File: config.mk
export PLATFORM = sky130hd
export DESIGN_NAME = rx_word_packer
export DESIGN_NICKNAME = d
export VERILOG_FILES = /design/src/rtl/rx_pack_pkg.sv /design/src/rtl/rx_pack_ctrl.sv /design/src/rtl/rx_pack_dp.sv /design/src/rtl/rx_word_packer.sv
export SDC_FILE = /design/constraint.sdc
export NUM_CORES = 1
export LEC_CHECK = 0
export BUFFER_PORTS_ARGS = -buffer_cell sky130_fd_sc_hd__buf_2
export CORE_MARGIN = 2
export CORE_UTILIZATION = 50
export CTS_CLUSTER_DIAMETER = 120
export DETAILED_ROUTE_END_ITERATION = 10
export PLACE_DENSITY = 0.72
export SLEW_MARGIN = 20
export SYNTH_ARGS = -nofsm -noshare
export SYNTH_HDL_FRONTEND = slang
export SYNTH_SLANG_ARGS = --single-unit
File: constraint.sdc
create_clock -name clk -period 3.7 [get_ports clk]
set_input_delay 1.11 -clock clk [delete_from_list [all_inputs] [get_ports clk]]
set_output_delay 1.11 -clock clk [all_outputs]
set_load 0.05 [all_outputs]
File: src/rtl/rx_pack_pkg.sv
package rx_pack_pkg;
  localparam int LANES  = 4;
  localparam int LANE_W = $clog2(LANES);
  localparam int THR_W  = 5;

  typedef struct packed {
    logic              place;
    logic              useStat;
    logic              capStat;
    logic              closeWord;
    logic              closeBuf;
    logic              frameEnd;
    logic [LANE_W-1:0] laneIdx;
    logic [LANE_W-1:0] lastLanes;
  } packStrobe_t;

  function automatic logic [THR_W-1:0] thrBytes(input logic [2:0] code);
    case (code)
      3'd0:    thrBytes = THR_W'(1);
      3'd1:    thrBytes = THR_W'(2);
      3'd2:    thrBytes = THR_W'(4);
      3'd3:    thrBytes = THR_W'(16);
      default: thrBytes = THR_W'(24);
    endcase
  endfunction
endpackage

File: src/rtl/rx_pack_ctrl.sv
module rx_pack_ctrl
  import rx_pack_pkg::*;
#(
  parameter int CNT_W = 13
) (
  input  logic             clk,
  input  logic             rst,
  input  logic             cfgPerByte,
  input  logic             cfgBigEndian,
  input  logic [2:0]       cfgThresh,
  input  logic [CNT_W-1:0] cfgBufSize,
  input  logic             inValid,
  input  logic             inLast,
  output logic             inReady,
  output packStrobe_t      strobe,
  output logic [CNT_W-1:0] placeCount
);
  logic [LANE_W:0]    laneCnt, newLane;
  logic [THR_W-1:0]   chunkCnt, newChunk, thr;
  logic [CNT_W-1:0]   bufCnt, newBuf;
  logic               statPending, pendLast;
  logic               accept, needStat, isEnd, chunkDone;

  assign thr      = thrBytes(cfgThresh);
  assign inReady  = !statPending;
  assign accept   = inValid && inReady;
  assign needStat = accept && (cfgPerByte || inLast);
  assign isEnd    = statPending && pendLast;
  assign newLane  = laneCnt + 1'b1;
  assign newChunk = chunkCnt + 1'b1;
  assign newBuf   = bufCnt + 1'b1;
  assign chunkDone = (newChunk == thr);

  always_comb begin
    strobe           = '0;
    strobe.place     = statPending || accept;
    strobe.useStat   = statPending;
    strobe.capStat   = needStat;
    strobe.frameEnd  = isEnd;
    strobe.closeBuf  = isEnd || (newBuf == cfgBufSize);
    strobe.closeWord = strobe.closeBuf || chunkDone || (newLane == (LANE_W+1)'(LANES));
    strobe.laneIdx   = cfgBigEndian ? LANE_W'(LANES-1) - laneCnt[LANE_W-1:0]
                                    : laneCnt[LANE_W-1:0];
    strobe.lastLanes = newLane[LANE_W-1:0];
  end
  assign placeCount = newBuf;

  always_ff @(posedge clk) begin
    if (rst) begin
      laneCnt     <= '0;
      chunkCnt    <= '0;
      bufCnt      <= '0;
      statPending <= 1'b0;
      pendLast    <= 1'b0;
    end else begin
      if (strobe.place) begin
        laneCnt  <= strobe.closeWord ? '0 : newLane;
        chunkCnt <= (chunkDone || isEnd) ? '0 : newChunk;
        bufCnt   <= strobe.closeBuf ? '0 : newBuf;
      end
      if (needStat) begin
        statPending <= 1'b1;
        pendLast    <= inLast;
      end else if (statPending) begin
        statPending <= 1'b0;
        pendLast    <= 1'b0;
      end
    end
  end


  buf_count_bound_chk: assert property (@(posedge clk) disable iff (rst)
    (cfgBufSize != '0) |-> (bufCnt < cfgBufSize));

  status_insert_chk: assert property (@(posedge clk) disable iff (rst)
    (inValid && inReady && (cfgPerByte || inLast)) |=> !inReady);

  status_one_cycle_chk: assert property (@(posedge clk) disable iff (rst)
    !inReady |=> inReady);
endmodule

File: src/rtl/rx_pack_dp.sv
module rx_pack_dp
  import rx_pack_pkg::*;
#(
  parameter int CNT_W = 13
) (
  input  logic              clk,
  input  logic              rst,
  input  logic              cfgBigEndian,
  input  packStrobe_t       strobe,
  input  logic [CNT_W-1:0]  placeCount,
  input  logic [7:0]        inByte,
  input  logic [7:0]        inStatus,
  output logic              outValid,
  output logic [8*LANES-1:0] outWord,
  output logic [LANES-1:0]  outMask,
  output logic              bufDone,
  output logic [CNT_W-1:0]  bufCount,
  output logic [LANE_W-1:0] lastLanes,
  output logic              frameEnd
);
  logic [7:0]          statReg, placeByte;
  logic [8*LANES-1:0]  acc, nextAcc;
  logic [LANES-1:0]    accMask, nextMask;

  assign placeByte = strobe.useStat ? statReg : inByte;

  for (genvar g = 0; g < LANES; g++) begin : gLane
    logic hit;
    assign hit = strobe.place && (strobe.laneIdx == LANE_W'(g));
    assign nextAcc[8*g +: 8] = hit ? placeByte : acc[8*g +: 8];
    assign nextMask[g]       = hit || accMask[g];
  end

  always_ff @(posedge clk) begin
    if (rst) begin
      statReg   <= '0;
      acc       <= '0;
      accMask   <= '0;
      outValid  <= 1'b0;
      outWord   <= '0;
      outMask   <= '0;
      bufDone   <= 1'b0;
      bufCount  <= '0;
      lastLanes <= '0;
      frameEnd  <= 1'b0;
    end else begin
      if (strobe.capStat) statReg <= inStatus;
      outValid <= strobe.place && strobe.closeWord;
      bufDone  <= strobe.place && strobe.closeBuf;
      frameEnd <= strobe.place && strobe.frameEnd;
      if (strobe.place) begin
        if (strobe.closeWord) begin
          outWord   <= nextAcc;
          outMask   <= nextMask;
          bufCount  <= placeCount;
          lastLanes <= strobe.lastLanes;
          acc       <= '0;
          accMask   <= '0;
        end else begin
          acc     <= nextAcc;
          accMask <= nextMask;
        end
      end
    end
  end


  mask_nonempty_chk: assert property (@(posedge clk) disable iff (rst)
    outValid |-> (outMask != '0));

  done_has_word_chk: assert property (@(posedge clk) disable iff (rst)
    bufDone |-> outValid);

  frame_end_done_chk: assert property (@(posedge clk) disable iff (rst)
    frameEnd |-> bufDone);

  le_mask_shape_chk: assert property (@(posedge clk) disable iff (rst)
    (outValid && !cfgBigEndian) |-> (outMask == 4'b0001 || outMask == 4'b0011 ||
                                     outMask == 4'b0111 || outMask == 4'b1111));

  be_mask_shape_chk: assert property (@(posedge clk) disable iff (rst)
    (outValid && cfgBigEndian) |-> (outMask == 4'b1000 || outMask == 4'b1100 ||
                                    outMask == 4'b1110 || outMask == 4'b1111));
endmodule

File: src/rtl/rx_word_packer.sv
module rx_word_packer
  import rx_pack_pkg::*;
#(
  parameter int CNT_W = 13
) (
  input  logic             clk,
  input  logic             rst,
  input  logic             cfgPerByte,
  input  logic             cfgBigEndian,
  input  logic [2:0]       cfgThresh,
  input  logic [CNT_W-1:0] cfgBufSize,
  input  logic             inValid,
  output logic             inReady,
  input  logic [7:0]       inByte,
  input  logic [7:0]       inStatus,
  input  logic             inLast,
  output logic             outValid,
  output logic [31:0]      outWord,
  output logic [3:0]       outMask,
  output logic             bufDone,
  output logic [CNT_W-1:0] bufCount,
  output logic [1:0]       lastLanes,
  output logic             frameEnd
);
  packStrobe_t      strobe;
  logic [CNT_W-1:0] placeCount;

  rx_pack_ctrl #(.CNT_W(CNT_W)) uCtrl (
    .clk(clk), .rst(rst), .cfgPerByte(cfgPerByte), .cfgBigEndian(cfgBigEndian),
    .cfgThresh(cfgThresh), .cfgBufSize(cfgBufSize), .inValid(inValid),
    .inLast(inLast), .inReady(inReady), .strobe(strobe), .placeCount(placeCount)
  );

  rx_pack_dp #(.CNT_W(CNT_W)) uDp (
    .clk(clk), .rst(rst), .cfgBigEndian(cfgBigEndian), .strobe(strobe),
    .placeCount(placeCount), .inByte(inByte), .inStatus(inStatus),
    .outValid(outValid), .outWord(outWord), .outMask(outMask), .bufDone(bufDone),
    .bufCount(bufCount), .lastLanes(lastLanes), .frameEnd(frameEnd)
  );
endmodule

# Word-level counts from Yosys, hierarchy flattened
# Index checks and enable logic that the tools add are counted.
# word_totals
ff_bits	121
out_inout_bits	55
wordCells	68
# op_classes
n_addsub	4
n_eq_ne	9
muxes	15
n_reduce_logical	25
# op_table
cell	count
2-to-1 mux 8 bit	5
2-to-1 mux 32 bit	1
one-hot mux 5 bit (4 select lines)	1
adder 13 x 1 -> 13 bit, second input constant	1
equality test 13 bit	1
2-to-1 mux 13 bit	1
logical AND 1 bit	10
logical OR 1 bit	10
equality test 3 x 2 -> 1 bit, second input constant	2
adder 5 x 1 -> 5 bit, second input constant	1
equality test 5 bit	1
2-to-1 mux 5 bit	1
equality test 2 bit, second input constant	2
2-to-1 mux 4 bit	1
adder 3 x 1 -> 3 bit, second input constant	1
equality test 3 x 1 -> 1 bit, second input constant	1
equality test 3 bit, second input constant	1
zero test 3 bit	1
2-to-1 mux 1 bit	3
2-to-1 mux 3 bit	1
equality test 2 x 1 -> 1 bit, second input constant	1
zero test 2 bit	1
2-to-1 mux 2 bit	1
AND reduction 2 bit	1
3 further kinds	3

# Logic depth before layout (Yosys ltp)
# depth
depth_word	6
mapped_depth	11
ltp_nobuf	10

# Hierarchy
# From an unflattened synthesis, not the netlist that was laid out.
# hier_totals
hier_cells	550
area_unflattened_um2	5437.7
# by_module_without_submodules
mod	n_inst	cells_per_inst	area_per_inst_um2
rx_pack_dp	1	337	3681.0
rx_pack_ctrl	1	213	1756.7

# Least setup slack after synthesis
# No wires, ideal clock.
# synth_path
kind	input port to flip-flop
start	in cfgBufSize[0]
end	reg uDp.outWord[29]
setup_time_ns	0.117
arrival_time_ns	2.940
setup_slack_ns	0.643
path_stages	10
path_cell_list	xor2_1 > o21ai_1 > a2111o_1 > nor4_1 > o211ai_1 > o31ai_4 > o21ai_2 > buf_2 > buf_6 > a32o_1
# synth_via
elab_chain_cells	5
# synth_lines
item	line	source
from (decl)	rx_word_packer.sv:11	input logic [CNT_W-1:0] cfgBufSize,
equality test 13 bit	rx_pack_ctrl.sv:40	strobe.closeBuf = isEnd || (newBuf == cfgBufSize);
logical OR 1 bit	rx_pack_ctrl.sv:40	
logical OR 1 bit (2 in a row)	rx_pack_ctrl.sv:41	strobe.closeWord = strobe.closeBuf || chunkDone || (newLane == (LANE_W+1)'(LANES));
AND reduction 2 bit (no source line)	--	
to (signal assigned)	rx_pack_dp.sv:53	outWord <= nextAcc;
to (decl)	rx_pack_dp.sv:14	output logic [8*LANES-1:0] outWord,
# Every way passes these cells.
# A chain may end at the register's enable or synchronous reset.

# Worst setup path in the final report
# layout_path
start	reg uCtrl.bufCnt[1]
end	reg uDp.outWord[13]
# layout_via
elab_chain_cells	6
# layout_lines
item	line	source
from (decl)	rx_pack_ctrl.sv:20	logic [CNT_W-1:0] bufCnt, newBuf;
from (signal assigned)	rx_pack_ctrl.sv:59	bufCnt <= strobe.closeBuf ? '0 : newBuf;
adder 13 x 1 -> 13 bit	rx_pack_ctrl.sv:31	assign newBuf = bufCnt + 1'b1;
equality test 13 bit	rx_pack_ctrl.sv:40	
logical OR 1 bit	rx_pack_ctrl.sv:40	
logical OR 1 bit (2 in a row)	rx_pack_ctrl.sv:41	
AND reduction 2 bit (no source line)	--	
# Every way passes these cells.

==> results.md <==
- Launch instance of the worst register-to-register path: uCtrl.bufCnt[1]$_SDFFE_PP0P_
- Nature of the critical path startpoint: flop
- Number of vias after detailed routing: 5,251
- Path type of the worst setup path: flop to flop
- Pin count of the biggest net entering global routing: between 60 and 70
- Max Fanout on Critical Path: 28
- Placement row count: 38
- Remaining global-route overflow: 0
- Max capacitance violation total: 0
- First-pass GRT wire length: 24.6 mm
- Time the final worst path needs with I/O delays and setup: around 3.3 ns
- Post-Synthesis Cell Area: 5590 sq um
- Sink Count: 121
- Chip Width: 110 um
- Initial antenna violation count: 1
- Initial core utilization: 51.4%
- Final instance count without filler cells: 864
- Count of buffers from port buffering: slightly above 90
- R2R cell count: 11
- Via count of the first global-routing pass: 5,029
- Power Internal: 2460 uW
- Cell type with the largest total area after synthesis: dfxtp_1
- Global placement routability congestion: 0.871
- Part of the total power dissipated in sequential elements: 41.6%
- Cts hold-fix bufs: 0
- Max-slew violation total from the final report: 0
- Capturing point of the worst reg2reg path: uDp.outWord[13]$_SDFFE_PP0P_
- # nets final: 752
- Crit path capture type: flop
- Most frequent CP cell: and3_1
- Outcome: finished, final reports clean
- Antenna Violating Nets Remaining: 0
- Net switching share of the total power: between 20% and 30%
- Main area contributors after synthesis: dfxtp_1 43%, a32o_1 7.2%, o32ai_1 6.7%
- Sum Neg Setup Slack: 0 ns
- Mapped Nets: 676
- Total area of multi-input combinational cells: 2860 sq um
- Number of DRC violations after detailed routing: 0
- Global Route met3 Usage: 6.05%
- Area share of the largest cell type after synthesis: between 40% and 50%
- Y dimension of the die: 110 um
- Critical path arrival: 3.76 ns
- Average size of a mapped cell: 8.82 sq um
- Hold worst-path end: uCtrl.laneCnt[2]$_SDFFE_PP0P_
- Yosys warns: 0
- Sequential fraction of the synthesis area: 43.3%
- Clock root buffer: clkbuf_8
- Cell Count Post-Placement: 831
- Most common library cell in the layout ignoring fill and taps: dfxtp_1
- Max VDD drop: 0.340 mV
- Worst min path class: flop to flop
- Hold Violations, Final: 0
- Hold_sp: uCtrl.laneCnt[2]$_SDFFE_PP0P_
- Worst reg-to-reg setup slack: 0.39 ns
- Number of post-CTS setup repair buffers: 0
- Number of buffers created by CTS: 17
- Boundary Pins: 93
- Pre-Repair DR Iteration Count: 5
- CP max stage delay: approximately 0.43 ns
- Setup slack at placement: 0.306 ns
- Vias per Instance: slightly above 6
- PD cells: 498 nW/um^2
- Unrepaired setup endpoints after global routing: false
- Share of layout cells above drive strength 1: 21.2%
- Total area of sequential cells: 2420 sq um
- Met2 usage in global routing: 44.5%
- Number of DRC markers in iteration 0: between 300 and 400
- Placed wire-length estimate: a little over 10 mm
- GRT met1 Usage: ~32%
- Final period utilization: 89.4%
- Syn Inst Count: 634
- Post-synth EDFFs: 0
- Drt wl/cell: 17.9 um
- Power share of the clock group: a little under half
- CTS H-tree depth: 4
- Worst Setup Slack, final: 0.393 ns
- Slowest cell on crit path: dfxtp_1
- Slew at the pin closest to its max-slew limit: 1.01 ns
- Worst-case hold slack: approximately 0.45 ns
- WL final: 15.4 mm
- Die Outline Area: 12,000 sq um
- Leakage power: 0.00269 uW
- WP data required: 4.15 ns
- Maximum frequency from static timing analysis: 302 MHz
- Layout fillers: 948
- Async SR Flop Fraction: 0%
- Number of instances resized during post-cts repair: 0
- Largest buffer count on any clock path: 2
- Overall fraction of global-route tracks in use: 26.3%
- Most frequent cells in the layout: 121 x dfxtp_1, 92 x buf_2, 66 x nand2_1
- Worst Skew: 0.0100 ns
- Area delta synth->final: 20.1%
- Final Setup Violations: 0
- Placeable core region: roughly 11,000 sq um
- Grt peak-use layer: met2
- #FFs+latches synth: 121
- Worst hold path stage count: 2
- Clock tree from TritonCTS: yes
- Cells traversed along the worst timing path: ha_1 > and3_1 > nand4_4 > and3_1 > nor4_1 > nand4_1 > o31ai_4 > o21ai_1 > inv_2 > buf_4 > a32o_1
- Predominant post-synthesis flop cell: dfxtp_1
- Clock-pin slew reported for the worst setup and hold paths after clock tree synthesis: 0.06 ns
- Gate power share: 12.3%
- Count of different cell masters after synthesis: 60
- Insertion delay of the later-clocked pin in the worst-skew pair: roughly 0.52 ns
- NetSw: roughly 880 uW
- Headroom to the max-slew limit: 32.3%
logic make-up (layout without fill, tap and decap cells):
| logic type | Yosys count | count (layout) | synth area share (%) |
|---|---|---|---|
| AO/OA/AOI/OAI | 182 | 182 | 24.9 |
| XOR/XNOR | 20 | 20 | 3.13 |
| adder cells (fa/ha/maj) | 4 | 4 | 0.895 |
| buffers and inverters | 77 | 166 | 5.86 |
| flip-flops | 121 | 121 | 43.3 |
| multiplexers | 19 | 19 | 3.40 |
| other | 0 | 1 | 0 |
| AND/OR/NAND/NOR | 211 | 211 | 18.5 |
critical path, delay by kind of cell (launching register included):
kind                       cells  cell delay [ns]
AOI/OAI and AO/OA              3             0.74
adders and majority gates      1             0.38
buffers and inverters          2             0.40
and+or+nand+nor                5             1.29
DFF                            1             0.43
how the worst max path moves through the flow:
stage	from	to	slack [ns]	cells after the start
finish	uCtrl.bufCnt[1]$_SDFFE_PP0P_	uDp.outWord[13]$_SDFFE_PP0P_	0.39	11
floorplan	cfgBufSize[0]	uDp.outWord[29]$_SDFFE_PP0P_	0.64	10
detailed placement	cfgBufSize[4]	uDp.outWord[28]$_SDFFE_PP0P_	0.31	11
global route	uCtrl.bufCnt[1]$_SDFFE_PP0P_	uDp.outWord[13]$_SDFFE_PP0P_	0.25	11
CTS	uCtrl.bufCnt[1]$_SDFFE_PP0P_	uDp.outWord[13]$_SDFFE_PP0P_	0.43	11
global placement	cfgBufSize[4]	uDp.outWord[26]$_SDFFE_PP0P_	0.41	11
sequential cells by signal, summed over array words and instances (netlist names), 3 cells and up:
| register | cells |
|---|---|
| uDp.acc | 32 |
| uCtrl.bufCnt | 13 |
| uDp.outWord | 32 |
| uDp.statReg | 8 |
| uCtrl.chunkCnt | 5 |
| uDp.bufCount | 13 |
| uDp.outMask | 4 |
| uDp.accMask | 4 |
| uCtrl.laneCnt | 3 |
cells in the mapped netlist (4+ instances only):
cell type and number:
o21ai_1 4, clkbuf_1 31, nor4_1 5, nor3_1 16, o211ai_1 5, nor2_1 36, dfxtp_1 121, buf_2 16
nand2b_1 6, and3_1 8, inv_1 22, mux2i_1 19, a31oi_1 10, a32o_1 40, o21ai_0 43, nand3_1 45
ha_1 4, nand2_1 66, xor2_1 9, xnor2_1 11, o32ai_1 43, a21oi_1 16, nor2b_1 7, nor3b_1 4
layer usage:
layer | vias up | part of all wire, % | wire [um]
met5 | - | 0 | 0
met1 | 2551 | 45 | 6870
met3 | 26 | 4.1 | 634
met4 | 0 | 2.1 | 325
li1 | 2525 | - | -
met2 | 149 | 49 | 7600
final cells by class:
cell class                      count  area share [%]
Antenna cell                        1          0.0372
Clock buffer                       24            6.70
Clock inverter                      8            1.43
Inverter                           23            1.28
Multi-Input combinational cell    436            42.5
Sequential cell                   121            36.1
Tap cell                          140            2.61
Timing Repair Buffer              111            9.35
power groups by stage:
stage / clock [uW] / sequential (uW) / combinational, uW
2_1_floorplan: 0 / 1440 / 253
3_3_place_gp: 0 / 1420 / 395
3_5_place_dp: 0 / 1420 / 406
4_1_cts: 1550 / 1390 / 410
5_1_grt: 1610 / 1400 / 449
6_report: 1540 / 1390 / 412
per-stage QoR:
step / utilization [%] / area (sq um) / total power [uW]
finish: 61.7 / 6720 / 3340
global route: 61.7 / 6720 / 3460
CTS: 61.7 / 6720 / 3350
detailed placement: 56.7 / 6170 / 1820
global placement: 56.7 / 6170 / 1810
floorplan: - / 5590 / 1700
(Power assumes the default switching activity.)
